<file path="src/rtl/a429_rx_pkg.sv">
package a429_rx_pkg;

  typedef enum logic [1:0] {
    SYM_NULL = 2'd0,
    SYM_ZERO = 2'd1,
    SYM_ONE  = 2'd2
  } sym_e;

  // Label as a number: the serial order sends the label MSB first into bit 0.
  function automatic logic [7:0] label_of(input logic [31:0] raw);
    logic [7:0] l;
    for (int i = 0; i < 8; i++) l[i] = raw[7-i];
    return l;
  endfunction

  function automatic logic odd_ok(input logic [31:0] w);
    return ^w;
  endfunction

  function automatic logic [31:0] present(input logic [31:0] raw, input logic unscr);
    return unscr ? {raw[31:8], label_of(raw)} : raw;
  endfunction

endpackage

</file>
<file path="src/rtl/a429_bit_deframer.sv">
module a429_bit_deframer
  import a429_rx_pkg::*;
#(
  parameter int DIV_HI      = 1,
  parameter int DIV_LO      = 8,
  parameter int SMP_PER_BIT = 10,
  parameter int CONFIRM     = 3,
  parameter int GAP_BITS    = 3,
  parameter int WORD_BITS   = 32
) (
  input  logic                 clk,
  input  logic                 rst_n,
  input  logic                 line_one,
  input  logic                 line_zero,
  input  logic                 hi_speed,
  input  logic                 par_en,
  input  logic                 hold,
  output logic                 word_vld,
  output logic                 word_chk,
  output logic [WORD_BITS-1:0] word_raw
);
  localparam int GAP_SMP = GAP_BITS * SMP_PER_BIT;
  localparam int DIV_MAX = (DIV_HI > DIV_LO) ? DIV_HI : DIV_LO;
  localparam int DW      = $clog2(DIV_MAX + 1);
  localparam int RW      = $clog2(GAP_SMP + 2);
  localparam int BW      = $clog2(WORD_BITS + 2);
  localparam int IW      = $clog2(WORD_BITS);

  logic [DW-1:0]        div_cnt;
  logic                 strobe;
  sym_e                 sym, prev_sym;
  logic [RW-1:0]        run_len, run_next;
  logic [BW-1:0]        bit_cnt;
  logic [WORD_BITS-1:0] sr;
  logic                 synced;
  logic                 bit_evt, gap_evt, idle_ok;

  assign strobe = (div_cnt == '0);

  always_comb begin
    if (line_one && !line_zero)      sym = SYM_ONE;
    else if (line_zero && !line_one) sym = SYM_ZERO;
    else                             sym = SYM_NULL;
  end

  always_comb begin
    if (sym != prev_sym)                    run_next = RW'(1);
    else if (run_len == RW'(GAP_SMP + 1))   run_next = run_len;
    else                                    run_next = run_len + RW'(1);
  end

  assign bit_evt = strobe && (sym != SYM_NULL) && (run_next == RW'(CONFIRM));
  assign gap_evt = strobe && (sym == SYM_NULL) && (run_next == RW'(GAP_SMP));
  assign idle_ok = strobe && (sym == SYM_NULL) && (run_next >= RW'(GAP_SMP));

  always_ff @(posedge clk or negedge rst_n) begin
    if (!rst_n) begin
      div_cnt  <= '0;
      prev_sym <= SYM_NULL;
      run_len  <= '0;
      bit_cnt  <= '0;
      sr       <= '0;
      synced   <= 1'b0;
      word_vld <= 1'b0;
      word_chk <= 1'b0;
      word_raw <= '0;
    end else begin
      if (strobe) div_cnt <= hi_speed ? DW'(DIV_HI - 1) : DW'(DIV_LO - 1);
      else        div_cnt <= div_cnt - DW'(1);
      if (strobe) begin
        prev_sym <= sym;
        run_len  <= run_next;
      end
      word_vld <= 1'b0;
      if (hold) begin
        synced  <= 1'b0;
        bit_cnt <= '0;
      end else begin
        if (gap_evt) begin
          word_vld <= synced && (bit_cnt == BW'(WORD_BITS)) && (!par_en || odd_ok(sr));
          word_chk <= par_en;
          word_raw <= sr;
          bit_cnt  <= '0;
        end
        if (idle_ok) synced <= 1'b1;
        if (bit_evt && synced) begin
          if (bit_cnt < BW'(WORD_BITS))  sr[bit_cnt[IW-1:0]] <= (sym == SYM_ONE);
          if (bit_cnt <= BW'(WORD_BITS)) bit_cnt <= bit_cnt + BW'(1);
        end
      end
    end
  end

  AST_HOLD_FLUSH: assert property (@(posedge clk) disable iff (!rst_n)
    hold |=> (bit_cnt == '0) && !word_vld);
  AST_WORD_ONE_SHOT: assert property (@(posedge clk) disable iff (!rst_n)
    word_vld |=> !word_vld);
  AST_BIT_LIMIT: assert property (@(posedge clk) disable iff (!rst_n)
    bit_evt && synced && !hold |=> bit_cnt != '0);

endmodule

</file>
<file path="src/rtl/a429_label_table.sv">
module a429_label_table #(
  parameter int N_LABELS = 16,
  parameter int LW       = 8
) (
  input  logic          clk,
  input  logic          rst_n,
  input  logic          start,
  input  logic          wr,
  input  logic [LW-1:0] wdata,
  input  logic [LW-1:0] label,
  output logic          busy,
  output logic          hit
);
  localparam int XW = $clog2(N_LABELS);

  logic [LW-1:0]       tbl [N_LABELS];
  logic [XW-1:0]       idx;
  logic [N_LABELS-1:0] match;

  for (genvar g = 0; g < N_LABELS; g++) begin : g_cmp
    assign match[g] = (tbl[g] == label);
  end
  assign hit = |match;

  always_ff @(posedge clk or negedge rst_n) begin
    if (!rst_n) begin
      busy <= 1'b0;
      idx  <= '0;
      for (int i = 0; i < N_LABELS; i++) tbl[i] <= '0;
    end else if (start) begin
      busy <= 1'b1;
      idx  <= '0;
    end else if (busy && wr) begin
      tbl[idx] <= wdata;
      if (idx == XW'(N_LABELS - 1)) busy <= 1'b0;
      else                          idx  <= idx + XW'(1);
    end
  end

  AST_LOAD_ENDS: assert property (@(posedge clk) disable iff (!rst_n)
    busy && wr && !start && (idx == XW'(N_LABELS - 1)) |=> !busy);
  AST_LOAD_BEGINS: assert property (@(posedge clk) disable iff (!rst_n)
    start |=> busy && (idx == '0));

endmodule

</file>
<file path="src/rtl/a429_word_fifo.sv">
module a429_word_fifo #(
  parameter int DEPTH = 32,
  parameter int W     = 32
) (
  input  logic         clk,
  input  logic         rst_n,
  input  logic         push,
  input  logic [W-1:0] wdata,
  input  logic         pop,
  output logic [W-1:0] rdata,
  output logic         empty,
  output logic         half,
  output logic         full
);
  localparam int PW = $clog2(DEPTH);
  localparam int CW = $clog2(DEPTH + 1);

  logic [W-1:0]  mem [DEPTH];
  logic [PW-1:0] wptr, rptr;
  logic [CW-1:0] count;
  logic          do_push, do_pop;

  assign empty   = (count == '0);
  assign full    = (count == CW'(DEPTH));
  assign half    = (count >= CW'(DEPTH / 2));
  assign do_push = push && !full;
  assign do_pop  = pop && !empty;
  assign rdata   = mem[rptr];

  always_ff @(posedge clk) begin
    if (do_push) mem[wptr] <= wdata;
  end

  always_ff @(posedge clk or negedge rst_n) begin
    if (!rst_n) begin
      wptr  <= '0;
      rptr  <= '0;
      count <= '0;
    end else begin
      if (do_push) wptr <= (wptr == PW'(DEPTH - 1)) ? '0 : wptr + PW'(1);
      if (do_pop)  rptr <= (rptr == PW'(DEPTH - 1)) ? '0 : rptr + PW'(1);
      count <= count + CW'(do_push) - CW'(do_pop);
    end
  end

  AST_NO_OVERFLOW: assert property (@(posedge clk) disable iff (!rst_n)
    full && push && !pop |=> full && $stable(wptr));
  AST_PUSH_POP_KEEP: assert property (@(posedge clk) disable iff (!rst_n)
    push && pop && !full && !empty |=> $stable(count));
  AST_EMPTY_POP_IGNORED: assert property (@(posedge clk) disable iff (!rst_n)
    empty && pop && !push |=> empty && $stable(rptr));

endmodule

</file>
<file path="src/rtl/a429_label_rx.sv">
module a429_label_rx
  import a429_rx_pkg::*;
#(
  parameter int DIV_HI     = 1,
  parameter int DIV_LO     = 8,
  parameter int N_LABELS   = 16,
  parameter int FIFO_DEPTH = 32
) (
  input  logic        clk,
  input  logic        rst_n,
  input  logic        line_one,
  input  logic        line_zero,
  input  logic        cfg_hi_speed,
  input  logic        cfg_par_en,
  input  logic        cfg_unscramble,
  input  logic        cfg_label_en,
  input  logic        lbl_start,
  input  logic        lbl_wr,
  input  logic [15:0] host_wdata,
  input  logic        half_sel,
  input  logic        rd_pop,
  output logic [15:0] rd_data,
  output logic        data_ready,
  output logic        half_full,
  output logic        full
);
  localparam int WORD_BITS = 32;

  logic                 word_vld, word_chk;
  logic [WORD_BITS-1:0] word_raw, head_raw, head_view;
  logic                 lbl_busy, lbl_hit, rx_hold;
  logic                 fifo_push, fifo_empty;

  assign rx_hold = lbl_busy || lbl_start;

  a429_bit_deframer #(
    .DIV_HI(DIV_HI), .DIV_LO(DIV_LO), .SMP_PER_BIT(10),
    .CONFIRM(3), .GAP_BITS(3), .WORD_BITS(WORD_BITS)
  ) u_deframer (
    .clk(clk), .rst_n(rst_n), .line_one(line_one), .line_zero(line_zero),
    .hi_speed(cfg_hi_speed), .par_en(cfg_par_en), .hold(rx_hold),
    .word_vld(word_vld), .word_chk(word_chk), .word_raw(word_raw)
  );

  a429_label_table #(.N_LABELS(N_LABELS), .LW(8)) u_labels (
    .clk(clk), .rst_n(rst_n), .start(lbl_start), .wr(lbl_wr),
    .wdata(host_wdata[7:0]), .label(label_of(word_raw)),
    .busy(lbl_busy), .hit(lbl_hit)
  );

  assign fifo_push = word_vld && !rx_hold && (!cfg_label_en || lbl_hit);

  a429_word_fifo #(.DEPTH(FIFO_DEPTH), .W(WORD_BITS)) u_fifo (
    .clk(clk), .rst_n(rst_n), .push(fifo_push), .wdata(word_raw),
    .pop(rd_pop), .rdata(head_raw), .empty(fifo_empty),
    .half(half_full), .full(full)
  );

  assign data_ready = !fifo_empty;
  assign head_view  = present(head_raw, cfg_unscramble);
  assign rd_data    = half_sel ? head_view[31:16] : head_view[15:0];

  AST_PARITY_STORED: assert property (@(posedge clk) disable iff (!rst_n)
    fifo_push && word_chk |-> odd_ok(word_raw));
  AST_NO_STORE_IN_LOAD: assert property (@(posedge clk) disable iff (!rst_n)
    lbl_busy && fifo_empty && !rd_pop |=> fifo_empty);
  AST_RESET_EMPTY: assert property (@(posedge clk)
    !rst_n |-> !data_ready && !half_full && !full);

endmodule

</file>
<file path="config.mk">
export PLATFORM = sky130hd
export DESIGN_NAME = a429_label_rx
export DESIGN_NICKNAME = d
export VERILOG_FILES = /design/src/rtl/a429_rx_pkg.sv /design/src/rtl/a429_bit_deframer.sv /design/src/rtl/a429_label_table.sv /design/src/rtl/a429_word_fifo.sv /design/src/rtl/a429_label_rx.sv
export SDC_FILE = /design/constraint.sdc
export NUM_CORES = 2
export LEC_CHECK = 0
export BUFFER_PORTS_ARGS = -buffer_cell sky130_fd_sc_hd__buf_2
export CORE_AREA = 4 4 373 467
export CTS_CLUSTER_DIAMETER = 50
export DETAILED_ROUTE_END_ITERATION = 8
export DIE_AREA = 0 0 377 471
export MAX_ROUTING_LAYER = met4
export SYNTH_ARGS = -nofsm -noshare
export SYNTH_HDL_FRONTEND = slang
export SYNTH_SLANG_ARGS = --single-unit
</file>
<file path="constraint.sdc">
create_clock -name clk -period 4 [get_ports clk]
set_input_delay 0.2 -clock clk [delete_from_list [all_inputs] [get_ports clk]]
set_output_delay 0.2 -clock clk [all_outputs]
set_load 0.1 [all_outputs]
</file>
==> results.md <==
- Yosys cell types: 59
- Worst setup EP type: primary output
- Starting Density: 29.9%
- Clock sink total: 1,256
- Mapped Cells: 2,525
- Root Driver: clkbuf_16
- 1st-pass router iterations: 5
- Ys async rst share: 18.5%
- Startpoint Class: flip-flop
- Grt peak-use layer: met2
- Number of global-route vias before repair: 25,700
- Mapped Area: 0.0507 mm^2
- Num CTS Buffers: 133
- Ports: 47
- Total Routing Usage GR: 13.8%
- Final Max Slew Viols: 0
- Required @ worst endpoint: 3.80 ns
- Final worst-path cycle share: 97.2%
- Max stage delay on crit path: 0.56 ns
- Syn-to-layout area delta: 17.4%
- Initial antenna violation count: 11
- CP max FO: 17
- Critical Path Source: u_fifo.rptr[0]$_DFFE_PN0P_
- Worst slew margin: 24.1%
- Placed Area: 0.0551 mm^2
- Drc violations: 0
- Full die area: 0.178 mm^2
- H-tree levels: 4
- First-pass GRT wire length: 176 mm
- Worst path cell trace: buf_12, buf_12, mux4_2, mux4_2, o211ai_1, o221ai_1, buf_2
- Worst EP arrival: 3.69 ns
- Rows: 169
- GR Layer Usage met1: 17.3%
- R2R Path Start: u_deframer.word_raw[5]$_DFFE_PN0P_
- Die Span Y: 471 um
- Power per Cell Area: 523 mW/mm^2
- Clk_lat worst skew: 0.75 ns
- Seq/Total Area, Yosys: 72.1%
- Post-Syn Nets: 2,582
- CTS tree: done
- Most frequent cells in the layout: edfxtp_1 (1,024), mux4_2 (304), dfrtp_1 (219), clkbuf_16 (141), mux2_2 (131)
- DP HPWL: 69.3 mm
- Worst hold path type: in -> reg
- EDFF count, synth: 1,024
- Grt ovf: 0
- P_leak: 0.0233 uW
- Design area: 0.0596 mm^2
- Status: finished clean
- Ys flop type: edfxtp_1
- Final count of negative-setup-slack endpoints: 0
- Vias/cell: 4.83
- Shortest period the worst path allows: 3.89 ns
- Hold path startpoint: host_wdata[5]
- Syn avg cell area: 20.1 um^2
- Buffers added on ports: 38
- Max cap viols: 0
- Share of layout cells above drive strength 1: 30.6%
- Routed Antenna Nets: 0
- Setup Crit Path Kind: reg -> out
- Via count: 24,400
- CTS clk-pin slew, worst paths: 0.06 ns
- Clock skew: 0.0254 ns
- M3 GR Usage: 2.37%
- Wirelength, routed: 119 mm
- Worst vdd ir: 0.000373 V
- Pre-CTS setup slack: 0.440 ns
- CP max stage cell: dfrtp_4
- Final #Nets: 2,772
- Grt met2 use: 23.3%
- Routability cong.: 0.736
- Hold_ws: 0.0537 ns
- Die X: 377 um
- Syn. warnings: 0
- Least-Margin Pin Slew: 1.14 ns
- Most common cell after layout, fill and taps aside: edfxtp_1
- Mean routed wirelength per cell: 23.7 um
- Hold Fails Final Rpt: 0
- Max Fclk: 257 MHz
- CTS Buffer Depth: 3
- Setup WS post-layout: 0.113 ns
- Synth Register Bits: 1,256
- Drt initial violations: 2,067
- Largest net degree at the start of global routing: 120
- RSZ-0062 raised after global routing: yes
- CORE AREA: 0.169 mm^2
[cell type report]
| cell class | instances | area, um^2 |
|---|---|---|
| Fill cell | 15600 | 110000 |
| Multi-Input combinational cell | 1108 | 13400 |
| Tap cell | 2223 | 2780 |
| Clock inverter | 48 | 423 |
| Inverter | 27 | 101 |
| Clock buffer | 187 | 3830 |
| Sequential cell | 1256 | 36600 |
| Timing Repair Buffer | 189 | 2370 |
| Antenna cell | 9 | 22.5 |
[cell families after synthesis]
| logic type | after synthesis | share of synthesized area, % |
|---|---|---|
| AO/OA/AOI/OAI | 100 | 1.35 |
| flip-flops | 1256 | 72.1 |
| AND/OR/NAND/NOR | 265 | 2.66 |
| adder cells (fa/ha/maj) | 29 | 0.730 |
| XOR/XNOR | 169 | 2.92 |
| buffers and inverters | 161 | 1.52 |
| multiplexers | 545 | 18.7 |
[where the power goes]
| part | switching [uW] | internal [uW] | total (uW) | leakage [uW] |
|---|---|---|---|---|
| clock | 4930 | 7060 | 12000 | 0.00208 |
| combinational | 2710 | 1850 | 4560 | 0.00622 |
| sequential | 366 | 14200 | 14600 | 0.0150 |
[per-layer routing]
metal  part of all wire (%)  vias up  wire length, um
met5                      0        -                0
met4                    2.2        0             2660
met3                    4.6      172             5480
met2                     51      574            61300
met1                     42    13100            50000
li1                       -    10600                -
[worst paths after layout]
path / endpoint / cells past startpoint / slack (ns)
min in group asynchronous: u_labels.tbl[33]$_DFFE_PN0P_ / 2 / 0.14
worst max register to register: u_fifo.mem[5][31]$_DFFE_PP_ / 10 / 0.53
max in group asynchronous: u_fifo.rptr[3]$_DFFE_PN0P_ / 3 / 2.86
worst max-delay path: rd_data[5] / 7 / 0.11
worst min-delay path: u_labels.tbl[109]$_DFFE_PN0P_ / 2 / 0.05
worst min register to register: u_deframer.prev_sym[0]$_DFFE_PN0P_ / 2 / 0.51
[what timing repair did]
action                     4_1_cts  5_1_grt
hold endpoints to repair       143        0
hold buffers                     9        0
buffers inserted                 5        1
resized for setup                0       10
setup endpoints to repair       16        9
[cells in the mapped netlist, types with 3 or more instances]
cell / count / area [um^2]
o2111ai_1: 3 / 26.3
a21oi_1: 15 / 75.1
inv_1: 26 / 97.6
nand3_1: 12 / 60.1
nor3_1: 6 / 30.0
mux2i_1: 44 / 440
nand2b_1: 13 / 81.3
buf_1: 14 / 52.6
o21ai_0: 10 / 50.1
mux4_2: 304 / 6850
o221ai_1: 9 / 78.8
ha_1: 28 / 350
mux2_2: 131 / 1480
nor3b_1: 6 / 45.0
nand4_1: 24 / 150
edfxtp_1: 1024 / 30700
dfrtp_1: 232 / 5810
clkbuf_1: 54 / 203
and3_1: 39 / 244
nor4_1: 11 / 68.8
nand2_1: 41 / 154
a31oi_1: 20 / 125
buf_4: 16 / 120
o211ai_1: 11 / 82.6
xnor2_1: 118 / 1030
mux2_1: 66 / 743
a21o_1: 3 / 22.5
or2_2: 4 / 25.0
buf_6: 7 / 78.8
xor2_1: 51 / 447
nand3b_1: 4 / 30.0
nor2b_1: 4 / 25.0
nor2_1: 89 / 334
a221o_1: 8 / 80.1
buf_2: 43 / 215
o21ai_1: 9 / 45.0
[stage by stage]
| step | std cells | TNS, ns | utilization, % | total power [uW] |
|---|---|---|---|---|
| floorplan | 2525 | 0 | - | 17900 |
| global placement | 4788 | 0 | 32.5 | 19400 |
| detailed placement | 4788 | 0 | 32.5 | 19400 |
| CTS | 5037 | 0 | 35.1 | 31400 |
| global route | 5046 | -0.0272 | 35.2 | 32300 |
| finish | 5047 | 0 | 35.2 | 31100 |
[state kept, by name (all words and copies together) (netlist names)]
signal               cells
u_fifo.count             6
u_fifo.wptr              5
u_deframer.word_vld      1
u_labels.tbl           128
u_labels.busy            1
u_deframer.synced        1
u_deframer.bit_cnt       6
u_labels.idx             4
u_deframer.prev_sym      2
u_deframer.div_cnt       4
u_deframer.sr           32
u_fifo.rptr              5
u_deframer.run_len       5
u_deframer.word_raw     32
u_fifo.mem            1024
[critical path, delay by kind of cell (launching register included)]
kind            cells  cell delay (ns)
buf+inv             3             0.69
compound gates      2             0.70
mux                 2             0.99
flops               1             0.56
(Power assumes the default switching activity.)
